===== config.mk =====
export PLATFORM = sky130hd
export DESIGN_NAME = nibble_cmd_host
export DESIGN_NICKNAME = d
export VERILOG_FILES = /design/src/rtl/nibble_cmd_host.sv
export SDC_FILE = /design/constraint.sdc
export NUM_CORES = 1
export LEC_CHECK = 0
export BUFFER_PORTS_ARGS = -buffer_cell sky130_fd_sc_hd__clkbuf_2
export CAP_MARGIN = 20
export CORE_AREA = 2 2 64 66
export DETAILED_ROUTE_END_ITERATION = 7
export DIE_AREA = 0 0 66 68
export GPL_TIMING_DRIVEN = 0
export PLACE_DENSITY = 0.84
export SLEW_MARGIN = 20
export SYNTH_ARGS = -nofsm -noshare
export SYNTH_HDL_FRONTEND = slang
export SYNTH_SLANG_ARGS = --single-unit

===== constraint.sdc =====
create_clock -name clk -period 2.5 [get_ports clk]
set_input_delay 0.5 -clock clk [delete_from_list [all_inputs] [get_ports clk]]
set_output_delay 0.5 -clock clk [all_outputs]
set_load 0.03 [all_outputs]

===== src/rtl/nibble_cmd_host.sv =====
module nibble_cmd_host #(
  parameter int TIMEOUT_CYCLES = 64
) (
  input  logic       clk,
  input  logic       rst_n,
  input  logic       req_valid,
  input  logic       req_read,
  input  logic [5:0] req_addr,
  input  logic [7:0] req_wdata,
  output logic       req_ready,
  output logic       done,
  output logic       err,
  output logic [7:0] rdata,
  output logic [2:0] port_sel,
  output logic [7:0] bus_out,
  output logic       bus_oe,
  output logic       wr_n,
  output logic       rd_n,
  input  logic [7:0] bus_in,
  input  logic       ready_in,
  input  logic       int_n
);
  localparam int TW = $clog2(TIMEOUT_CYCLES + 1);
  localparam logic [TW-1:0] TLAST = TW'(TIMEOUT_CYCLES - 1);

  typedef enum logic [2:0] {S_IDLE, S_WHI, S_STB, S_WLO, S_WINT, S_RD} st_t;

  st_t           st;
  logic          rw_q;
  logic [5:0]    addr_q;
  logic [7:0]    data_q;
  logic [1:0]    idx;
  logic [TW-1:0] tmr;
  logic [7:0]    cur_byte;

  always_comb begin
    case (idx)
      2'd0:    cur_byte = {1'b1, rw_q, addr_q};
      2'd1:    cur_byte = {4'b0000, data_q[7:4]};
      default: cur_byte = {4'b0000, data_q[3:0]};
    endcase
  end

  assign req_ready = (st == S_IDLE);
  assign port_sel  = (st == S_IDLE) ? 3'b000 : 3'b100;
  assign bus_oe    = (st == S_STB);
  assign wr_n      = !bus_oe;
  assign bus_out   = bus_oe ? cur_byte : 8'h00;
  assign rd_n      = (st != S_RD);

  always_ff @(posedge clk or negedge rst_n) begin
    if (!rst_n) begin
      st     <= S_IDLE;
      rw_q   <= 1'b0;
      addr_q <= '0;
      data_q <= '0;
      idx    <= '0;
      tmr    <= '0;
      done   <= 1'b0;
      err    <= 1'b0;
      rdata  <= '0;
    end else begin
      done <= 1'b0;
      err  <= 1'b0;
      case (st)
        S_IDLE: if (req_valid) begin
          rw_q   <= req_read;
          addr_q <= req_addr;
          data_q <= req_wdata;
          idx    <= '0;
          rdata  <= '0;
          st     <= S_WHI;
        end
        S_WHI: if (ready_in) st <= S_STB;
        S_STB: st <= S_WLO;
        S_WLO: if (!ready_in) begin
          if (rw_q) begin
            tmr <= '0;
            st  <= S_WINT;
          end else if (idx == 2'd2) begin
            done <= 1'b1;
            st   <= S_IDLE;
          end else begin
            idx <= idx + 2'd1;
            st  <= S_WHI;
          end
        end
        S_WINT: begin
          if (!int_n) st <= S_RD;
          else if (tmr == TLAST) begin
            done <= 1'b1;
            err  <= 1'b1;
            st   <= S_IDLE;
          end else tmr <= tmr + 1'b1;
        end
        S_RD: begin
          rdata <= bus_in;
          done  <= 1'b1;
          st    <= S_IDLE;
        end
        default: st <= S_IDLE;
      endcase
    end
  end

  assert_port_on_strobe_R1: assert property (@(posedge clk) disable iff (!rst_n)
    (!wr_n || !rd_n) |-> port_sel == 3'b100);
  assert_strobe_after_ready_R2: assert property (@(posedge clk) disable iff (!rst_n)
    !wr_n |-> $past(ready_in));
  assert_single_strobe_R5: assert property (@(posedge clk) disable iff (!rst_n)
    !wr_n |=> wr_n);
  assert_rd_after_int_R6: assert property (@(posedge clk) disable iff (!rst_n)
    !rd_n |-> $past(!int_n));
  assert_done_pulse_R7: assert property (@(posedge clk) disable iff (!rst_n)
    done |=> !done);
  assert_busy_ignores_req_R8: assert property (@(posedge clk) disable iff (!rst_n)
    (!req_ready && !done) |=> !req_ready || done);
  assert_timeout_no_int_R9: assert property (@(posedge clk) disable iff (!rst_n)
    err |-> $past(int_n) && $past(rd_n));
endmodule


==> flow_summary.toml, run 1 <==
[status]
run_status = "complete, no violations"

[global_route]
grt_max_degree = 38
vias_in_the_first_global_route = 1365
overflow = 0
antenna_found_initial = 0
grt_pass1_wl_mm = 6.161
global_route_total_usage_across_every_layer_pct = 18.65

[synth]
ys.warnings.count = 0
synth_seq_cells = 37
synth_cell_type_count = 43
synth_area_leaders = "dfrtp_1 (47%), mux2_4 (8.4%), nand2_1 (5.3%), o21ai_0 (4.3%), mux2_2 (4.0%)"
syn_area_per_cell_um2 = 10.74
async_sr_flop_fraction_pct = 100.0
ys_dominant_reg_cell = "dfrtp_1"
yosys.cell_count.top_type = "dfrtp_1"
seq_area_frac_synth_pct = 47.10
synth_enable_flop_cells = 0
synth_largest_type_area_fraction_pct = 47.10
syn-instance-count = 183
synth_commonest_cells = "dfrtp_1 (37), nand2_1 (28), o21ai_0 (17)"
synth_top_cell_by_area = "dfrtp_1"
netlist_area_before_placement_um2 = 1966

[critical_path]
timing.setup.critical_path_class = "reg2out"
timing.rr.end = "st[0]"
cp_top_family = "buffers and inverters"
cp.depth = 7
timing.reg2reg.worst_path_depth = 5
setup.worst_path.end = "bus_out[4]"
startpoint_of_the_worst_register_to_register_path = "tmr[0]"
cp_max_fo = 9
worstPathBufferInverterCount = 4
timing.reg2reg.setup_slack_ps = 840
endpoint_kind = "primary output"
worst_setup_path_start_kind = "flip-flop"
startpoint = "st[2]"
max_stage_delay_ps = 390
critical_path.slowest_cell = "dfrtp_1"
arrival_ps = 1890
critical_path.cell_chain = "buf_6 > nand2b_1 > or2_2 > clkbuf_1 > inv_2 > and3_1 > clkbuf_2"
cp_data_required_time_ps = 2000

[timing]
pins_over_slew_limit = 0
maxSlewHeadroom_pct = 40.13
setup_viol = 0
max_slew.worst_pin.slew_ps = 898.1
layout_worst_path_cycle_share_pct = 95.45
worst_slack_ps = 113.7
fin_setup_tns_ps = 0
max_freq_mhz = 419.1
worst_clock_skew_ps = 8.988
rsz_0062_raised_after_global_routing = "false"
timing.final.hold_violations = 0
finalWorstPathRequiredPeriod_ps = 2386

[drt]
detail-route-antenna-nets = 0
drc = 0
detail_route.vias_per_cell = 5.093
drt_iter0_drc = 66
drt_first_pass_iters = 4
drt_wl_total_mm = 3.838
wl_per_cell_um = 13.19
dr_total_vias = 1482

[job]
maxCapViolCount = 0

[layout]
final_core_utilization_pct = 61.81
layoutNonFillerInstCount = 291
finish.net_count = 272
final_cell_area_um2 = 2384
areaGrowthSynthToFinish_pct = 21.26
final_layout_size_suffix_gt1_share_pct = 39.00
num_antenna_cells = 0

[clock_tree]
cts-root-to-sink-buffers = 2
h_tree_lvls = 2
path_clk_slew_ps = 80
clk_latency_ps = 290
tritoncts_clock_tree = "yes"
numCtsBuffers = 5
clock_sink_count = 37
clock-root-buffer = "clkbuf_8"

[floorplan]
die-width_um = 66
die_area_um2 = 4488
pin_count = 53
core_outline_area_um2 = 3856
start_util_pct = 50.97
floorplan.rows = 23
die_h_um = 68

[pwr]
p_leak_uw = 0.001195
ir_drop_mv = 0.5788
powerDensity_nw_per_um2 = 1113

[placement]
detailedPlacementHpwl_mm = 2.838
detailedPlace.worstSlack_ps = 414.3
dp_cells = 283
finalWeightedCongestion = 0.7839
port_buffers = 49
placement.cell_area_um2 = 2277

[worst_hold_path]
hold_class = "in2async"
==> cell usage in the layout, fill, tap and decap left out, types with 3 or more instances in the layout <==
master    instances
nor2_1            6
mux2_2            7
nand2_1          28
buf_4             3
buf_6             5
o21ai_0          17
and3_1            4
dfrtp_1          37
mux2_4           11
clkbuf_8          7
ha_1              4
and2_1            3
a21oi_1           6
a22oi_1           4
clkbuf_2         48
nand3_1           3
nor3_1            4
nor2b_1           3
inv_1             5
==> power by group <==
| part | total (µW) | switching [µW] | internal, µW |
|---|---|---|---|
| clock network | 457 | 208 | 249 |
| registers | 949 | 148 | 801 |
| logic | 1250 | 687 | 559 |
| total | 2650 | 1040 | 1610 |
==> metal layers <==
layer	part of all wire, %	global-route usage (%)	up-vias
met3	4.4	4.112	7
li1	-	-	745
met5	0	0	-
met1	46	23.10	692
met4	2.2	10.71	0
met2	47	30.30	38
==> repair_timing <==
item / in CTS / in global routing
hold buffers: 0 / 0
setup buffers: 0 / 0
setup endpoints to repair: 0 / 5
gates resized for setup: 0 / 4
==> stage by stage <==
step | power [µW] | hold slack [ps]
floorplan | 1895 | 204.4
global placement | 2156 | 474.5
detailed placement | 2201 | 494.2
CTS | 2667 | 351.2
global route | 2812 | 394.0
finish | 2652 | 316.7
==> logic make-up after synthesis <==
group | Yosys count | share of synthesized area, %
adders and majority gates | 4 | 2.546
muxes | 19 | 12.92
and+or+nand+nor | 65 | 18.84
AOI/OAI and AO/OA | 37 | 11.78
DFF | 37 | 47.10
xor gates and xnor gates | 1 | 0.4457
buffers and inverters | 19 | 6.174
other | 1 | 0.1908
==> worst reg2reg max path, cell delays in order (launching register included) <==
cell     delay [ps]
dfrtp_1         410
ha_1            230
nand4_1         170
nor2_2          320
o22ai_1         150
mux2_2          280
==> state kept, by name, indices dropped and copies added (netlist names) <==
| register | count |
|---|---|
| data_q | 8 |
| rdata | 8 |
| tmr | 7 |
| addr_q | 6 |
| st | 3 |
| idx | 2 |
| done | 1 |
| err | 1 |
| rw_q | 1 |
==> how the worst min path moves through the flow <==
stage | to | slack [ps]
after CTS | tmr[2] | 350
after global placement | tmr[6] | 470
after detailed placement | addr_q[4] | 490
after floorplan | addr_q[0] | 200
after global routing | tmr[2] | 390
final | tmr[2] | 320
==> final cells by class <==
type | count | area, µm²
fill | 319 | 1473
multi-input combinational | 128 | 924.6
timing repair buffer | 49 | 247.7
sequential | 37 | 925.9
inverter | 7 | 26.28
clock inverter | 1 | 5.005
tap | 50 | 62.56
buffer | 12 | 95.09
clock buffer | 7 | 96.34
No activity file was read; power rests on OpenSTA's default activity.
==> run 2, diff against run 1 <==
CTS_CLUSTER_DIAMETER = 60   (was default)
SETUP_SLACK_MARGIN = 0.15   (was default)
==> run 2 against run 1 <==
Effect of this change: clock power barely moved; critical path type unchanged; highest routed layer unchanged; register-to-register slack got worse by 80 ps; largest power group unchanged; die area did not move; non-clock buffer count rose by 2; first-iteration DRC count fell by 14%; design area rose by 1.7%; maximum frequency rose by 3.3%.
==> flow_summary.toml, run 2 (synthesis results as in run 1) <==
[global_route]
overflow = 0
grt_pass1_wl_mm = 6.182
antenna_found_initial = 0
vias_in_the_first_global_route = 1364
grt_max_degree = 38
global_route_total_usage_across_every_layer_pct = 18.65

[clock_tree]
numCtsBuffers = 5
cts.hold.buffers_added = 0
h_tree_lvls = 2
clk_latency_ps = 290
clock_sink_count = 37
clock-root-buffer = "clkbuf_8"
path_clk_slew_ps = 80
cts-root-to-sink-buffers = 2
tritoncts_clock_tree = "yes"

[floorplan]
core_outline_area_um2 = 3856
floorplan.rows = 23
die_area_um2 = 4488
die_h_um = 68
die-width_um = 66
start_util_pct = 50.97
pin_count = 53

[critical_path]
timing.setup.critical_path_class = "reg2out"
arrival_ps = 1810
cp_max_fo = 6
cp_data_required_time_ps = 2000
worst_setup_path_start_kind = "flip-flop"
endpoint_kind = "primary output"

[layout]
largestRegisters = "data_q x8, rdata x8, tmr x7"
final_cell_mix = "clkbuf_2 (44), dfrtp_1 (37), nand2_1 (28)"
finish.net_count = 274
final_layout_size_suffix_gt1_share_pct = 40.74
final_common_cell = "clkbuf_2"
areaGrowthSynthToFinish_pct = 23.36
final_cell_area_um2 = 2425
num_antenna_cells = 0

[timing]
timing.final.hold_violations = 0
finalWorstPathRequiredPeriod_ps = 2310
layout_worst_path_cycle_share_pct = 92.41
max_freq_mhz = 432.8
worst_clock_skew_ps = 8.914
max_slew.worst_pin.slew_ps = 887.3
fin_setup_tns_ps = 0
rsz_0062_raised_after_global_routing = "true"
pins_over_slew_limit = 0
maxSlewHeadroom_pct = 40.85
setup_viol = 0

[drt]
drt_first_pass_iters = 4
drt_wl_total_mm = 3.854
dr_total_vias = 1483
drt_iter0_drc = 57
detail_route.vias_per_cell = 5.061
detail-route-antenna-nets = 0
wl_per_cell_um = 13.15
drc = 0

[placement]
placement.cell_area_um2 = 2277
finalWeightedCongestion = 0.7839
detailedPlacementHpwl_mm = 2.838
port_buffers = 49

[status]
run_status = "complete, no violations"

[worst_hold_path]
hold_class = "in2async"

[pwr]
post-layout-total-power_uw = 2702
p_leak_uw = 0.001216
powerDensity_nw_per_um2 = 1114
ir_drop_mv = 0.5994

[job]
maxCapViolCount = 0
run 2: worst paths after layout:
check                           from         end  slack [ps]  depth (start not counted)
setup reg to reg               st[2]      tmr[0]         760                          6
hold / removal                 rst_n      tmr[2]         310                          1
setup / recovery               st[2]  bus_out[5]         190                          7
hold reg to reg               tmr[6]      tmr[6]         520                          1
min in group clk           bus_in[3]    rdata[3]         410                          3
max in group asynchronous      rst_n   addr_q[4]        1620                          1
run 2: final cells by class:
cell class                      instances  area (µm²)
Fill cell                             308        1431
Multi-Input combinational cell        128       934.6
Sequential cell                        37       925.9
Timing Repair Buffer                   51       274.0
Buffer                                 12       100.1
Clock buffer                            7       96.34
Tap cell                               50       62.56
Inverter                                7       26.28
Clock inverter                          1       5.005
run 2: stage by stage:
| step | instances | setup WS [ps] | hold slack (ps) | util, % |
|---|---|---|---|---|
| detailed placement | 283 | 414.3 | 494.2 | 59.05 |
| CTS | 291 | 159.2 | 351.2 | 62.04 |
| floorplan | 184 | 150.2 | 204.4 | - |
| finish | 293 | 189.7 | 311.6 | 62.88 |
| global placement | 283 | 446.0 | 474.5 | 59.05 |
| global route | 293 | 114.4 | 394.0 | 62.88 |
run 2: what timing repair did:
| item | 4_1_cts | 5_1_grt |
|---|---|---|
| hold endpoints to repair | 0 | 0 |
| pin swaps | 0 | 1 |
| buffers inserted | 0 | 2 |
| gates resized for setup | 7 | 10 |
| setup endpoints to repair | 6 | 8 |
run 2: where the power goes:
part | leakage (µW) | total [µW] | internal (µW) | switching (µW)
clock | 0.0000542 | 457 | 249 | 208
combinational | 0.000686 | 1290 | 597 | 697
sequential | 0.000476 | 951 | 801 | 150
total | 0.00122 | 2700 | 1650 | 1050
run 2: worst max-delay path, stage by stage (launching register included):
cell and delay, ps:
dfrtp_1 390, buf_6 130, nand2b_1 140, or2_2 270, buf_4 160, inv_2 80
and3_1 170, clkbuf_4 180
run 2: routing by layer:
metal,vias to the layer above,GRT usage (%),routed length [µm]
li1,752,-,-
met1,694,23.52,1775
met2,31,29.80,1836
met3,6,4.112,171
met4,0,10.71,70
met5,-,0,0
==> run 3, diff against run 2 <==
REMOVE_ABC_BUFFERS = 1   (was default)
==> run 3 against run 2 <==
Effect of this change: critical path depth is 2 lower; global-route usage fell by 0.79 points; setup slack improved by 66 ps; sequential power grew 4.2%; hold slack better by 2.5 ps; highest routed layer unchanged; count of clock-buffer cells in the layout fell by 1; combinational power shrank 9%.
==> flow_summary.toml, run 3 (synthesis results as in run 1) <==
[status]
run_status = "complete, no violations"

[layout]
final_cell_mix = "clkbuf_2 (50), dfrtp_1 (34), nand2_1 (28)"
filler_cell_count = 328
largestRegisters = "data_q x8, rdata x8, tmr x7"
final_layout_size_suffix_gt1_share_pct = 40.43
finish.net_count = 266
sequential_cell_area_um2 = 929.6
num_antenna_cells = 0
areaGrowthSynthToFinish_pct = 20.05
final_common_cell = "clkbuf_2"
final_core_utilization_pct = 61.19
multi_input_comb_area_um2 = 933.4

[global_route]
overflow = 0
global_route_total_usage_across_every_layer_pct = 17.86
grt_max_degree = 38
vias_in_the_first_global_route = 1304
antenna_found_initial = 0
grt_pass1_wl_mm = 5.871

[timing]
max_slew.worst_pin.slew_ps = 886.5
rsz_0062_raised_after_global_routing = "false"
fin_setup_tns_ps = 0
maxSlewHeadroom_pct = 40.90
layout_worst_path_cycle_share_pct = 89.77
worst_clock_skew_ps = 10.99
setup_viol = 0
pins_over_slew_limit = 0
max_freq_mhz = 445.6
finalWorstPathRequiredPeriod_ps = 2244
timing.final.hold_violations = 0

[clock_tree]
path_clk_slew_ps = 70
clock_sink_count = 37
numCtsBuffers = 5
cts-root-to-sink-buffers = 2
clk_latency_ps = 300
h_tree_lvls = 2
clock-root-buffer = "clkbuf_8"
tritoncts_clock_tree = "yes"

[drt]
drt_iter0_drc = 64
dr_total_vias = 1479
met3_wirelength_um = 166
wl_per_cell_um = 13.08
dr.max_layer_used = "met4"
wl_met2_mm = 1.776
detail-route-antenna-nets = 0
drt_wl_total_mm = 3.729
drc = 0
wl_met1_mm = 1.667
detail_route.vias_per_cell = 5.189
drt_first_pass_iters = 4

[placement]
detailedPlacementHpwl_mm = 2.608
finalWeightedCongestion = 0.8105
port_buffers = 50

[critical_path]
cp_max_fo = 6
arrival_ps = 1740
timing.reg2reg.worst_path_depth = 4
timing.setup.critical_path_class = "reg2out"
startpoint_of_the_worst_register_to_register_path = "st[1]"
setup.worst_path.end = "bus_out[5]"
timing.rr.end = "data_q[4]"
timing.reg2reg.setup_slack_ps = 620
worst_setup_path_start_kind = "flip-flop"
cp_data_required_time_ps = 2000
endpoint_kind = "primary output"
startpoint = "st[2]"

[floorplan]
die_area_um2 = 4488
floorplan.rows = 23
die-width_um = 66
core_outline_area_um2 = 3856
die_h_um = 68
start_util_pct = 50.97
pin_count = 53

[pwr]
ir_drop_mv = 0.5508
seq_power_share_pct = 36.6
p_leak_uw = 0.001171
internal-power_uw = 1672
switching_part_of_the_total_pct = 38.27
powerDensity_nw_per_um2 = 1147
switching_power_summed_over_all_nets_uw = 1036
clkPwrFrac_pct = 19.9
combinational_power_share_pct = 43.5

[job]
maxCapViolCount = 0

[worst_hold_path]
hold_class = "in2async"
## run 3: cell types whose count changed in the layout (fill, tap and decap cells not counted), sizes merged
cell      before  now
clkinvlp       0    1
buf           16    5
clkbuf        54   56
clkinv         1    0
bufinv         0    1
## run 3: area by class of cell
type / instances / area share [%]
Multi-Input combinational cell: 128 / 39.55
Inverter: 7 / 1.113
Clock buffer: 6 / 3.499
Tap cell: 50 / 2.651
Timing Repair Buffer: 55 / 12.20
Clock inverter: 2 / 1.591
Sequential cell: 37 / 39.40
## run 3: power by group through the flow
stage | Sequential (µW) | Clock [µW] | Combinational (µW)
6_report | 991 | 539 | 1180
5_1_grt | 1020 | 579 | 1280
4_1_cts | 1010 | 555 | 1100
3_5_place_dp | 1010 | 0 | 1090
3_3_place_gp | 1000 | 0 | 1060
2_1_floorplan | 1040 | 0 | 776
## run 3: critical path, cell delays in order, from the launching register on
cell      delay [ps]
dfrtp_2          440
nand2b_1         160
or2_2            340
inv_1            130
and3_1           170
clkbuf_2         200
## run 3: routing by layer
| layer | vias to the layer above | track usage, % |
|---|---|---|
| met5 | - | 0 |
| met4 | 0 | 12.50 |
| met3 | 9 | 3.454 |
| met2 | 41 | 26.77 |
| met1 | 702 | 23.45 |
| li1 | 727 | - |
## run 3: stage by stage
step / setup WS, ps / power, µW / hold slack [ps] / cell area (µm²) / instances
finish: 255.7 / 2708 / 314.2 / 2360 / 285
global route: 160.7 / 2885 / 392.8 / 2360 / 285
CTS: 164.0 / 2666 / 336.3 / 2312 / 280
detailed placement: 194.9 / 2105 / 489.7 / 2187 / 272
global placement: 231.3 / 2068 / 470.0 / 2187 / 272
floorplan: 254.9 / 1815 / 204.4 / 1874 / 172
## run 3: worst min path at each step
stage,startpoint,endpoint,slack [ps],cells past startpoint
5_1_grt,rst_n,data_q[4],390,1
2_1_floorplan,rst_n,addr_q[0],200,0
3_3_place_gp,tmr[6],tmr[6],470,1
4_1_cts,rst_n,st[0],340,1
6_report,rst_n,tmr[0],310,1
3_5_place_dp,tmr[6],tmr[6],490,1
## run 3: what timing repair did
action                                  4_1_cts  5_1_grt
buffers inserted                              0        5
hold buffers                                  0        0
gates resized for setup                       3        3
endpoints found under the setup margin        6        9
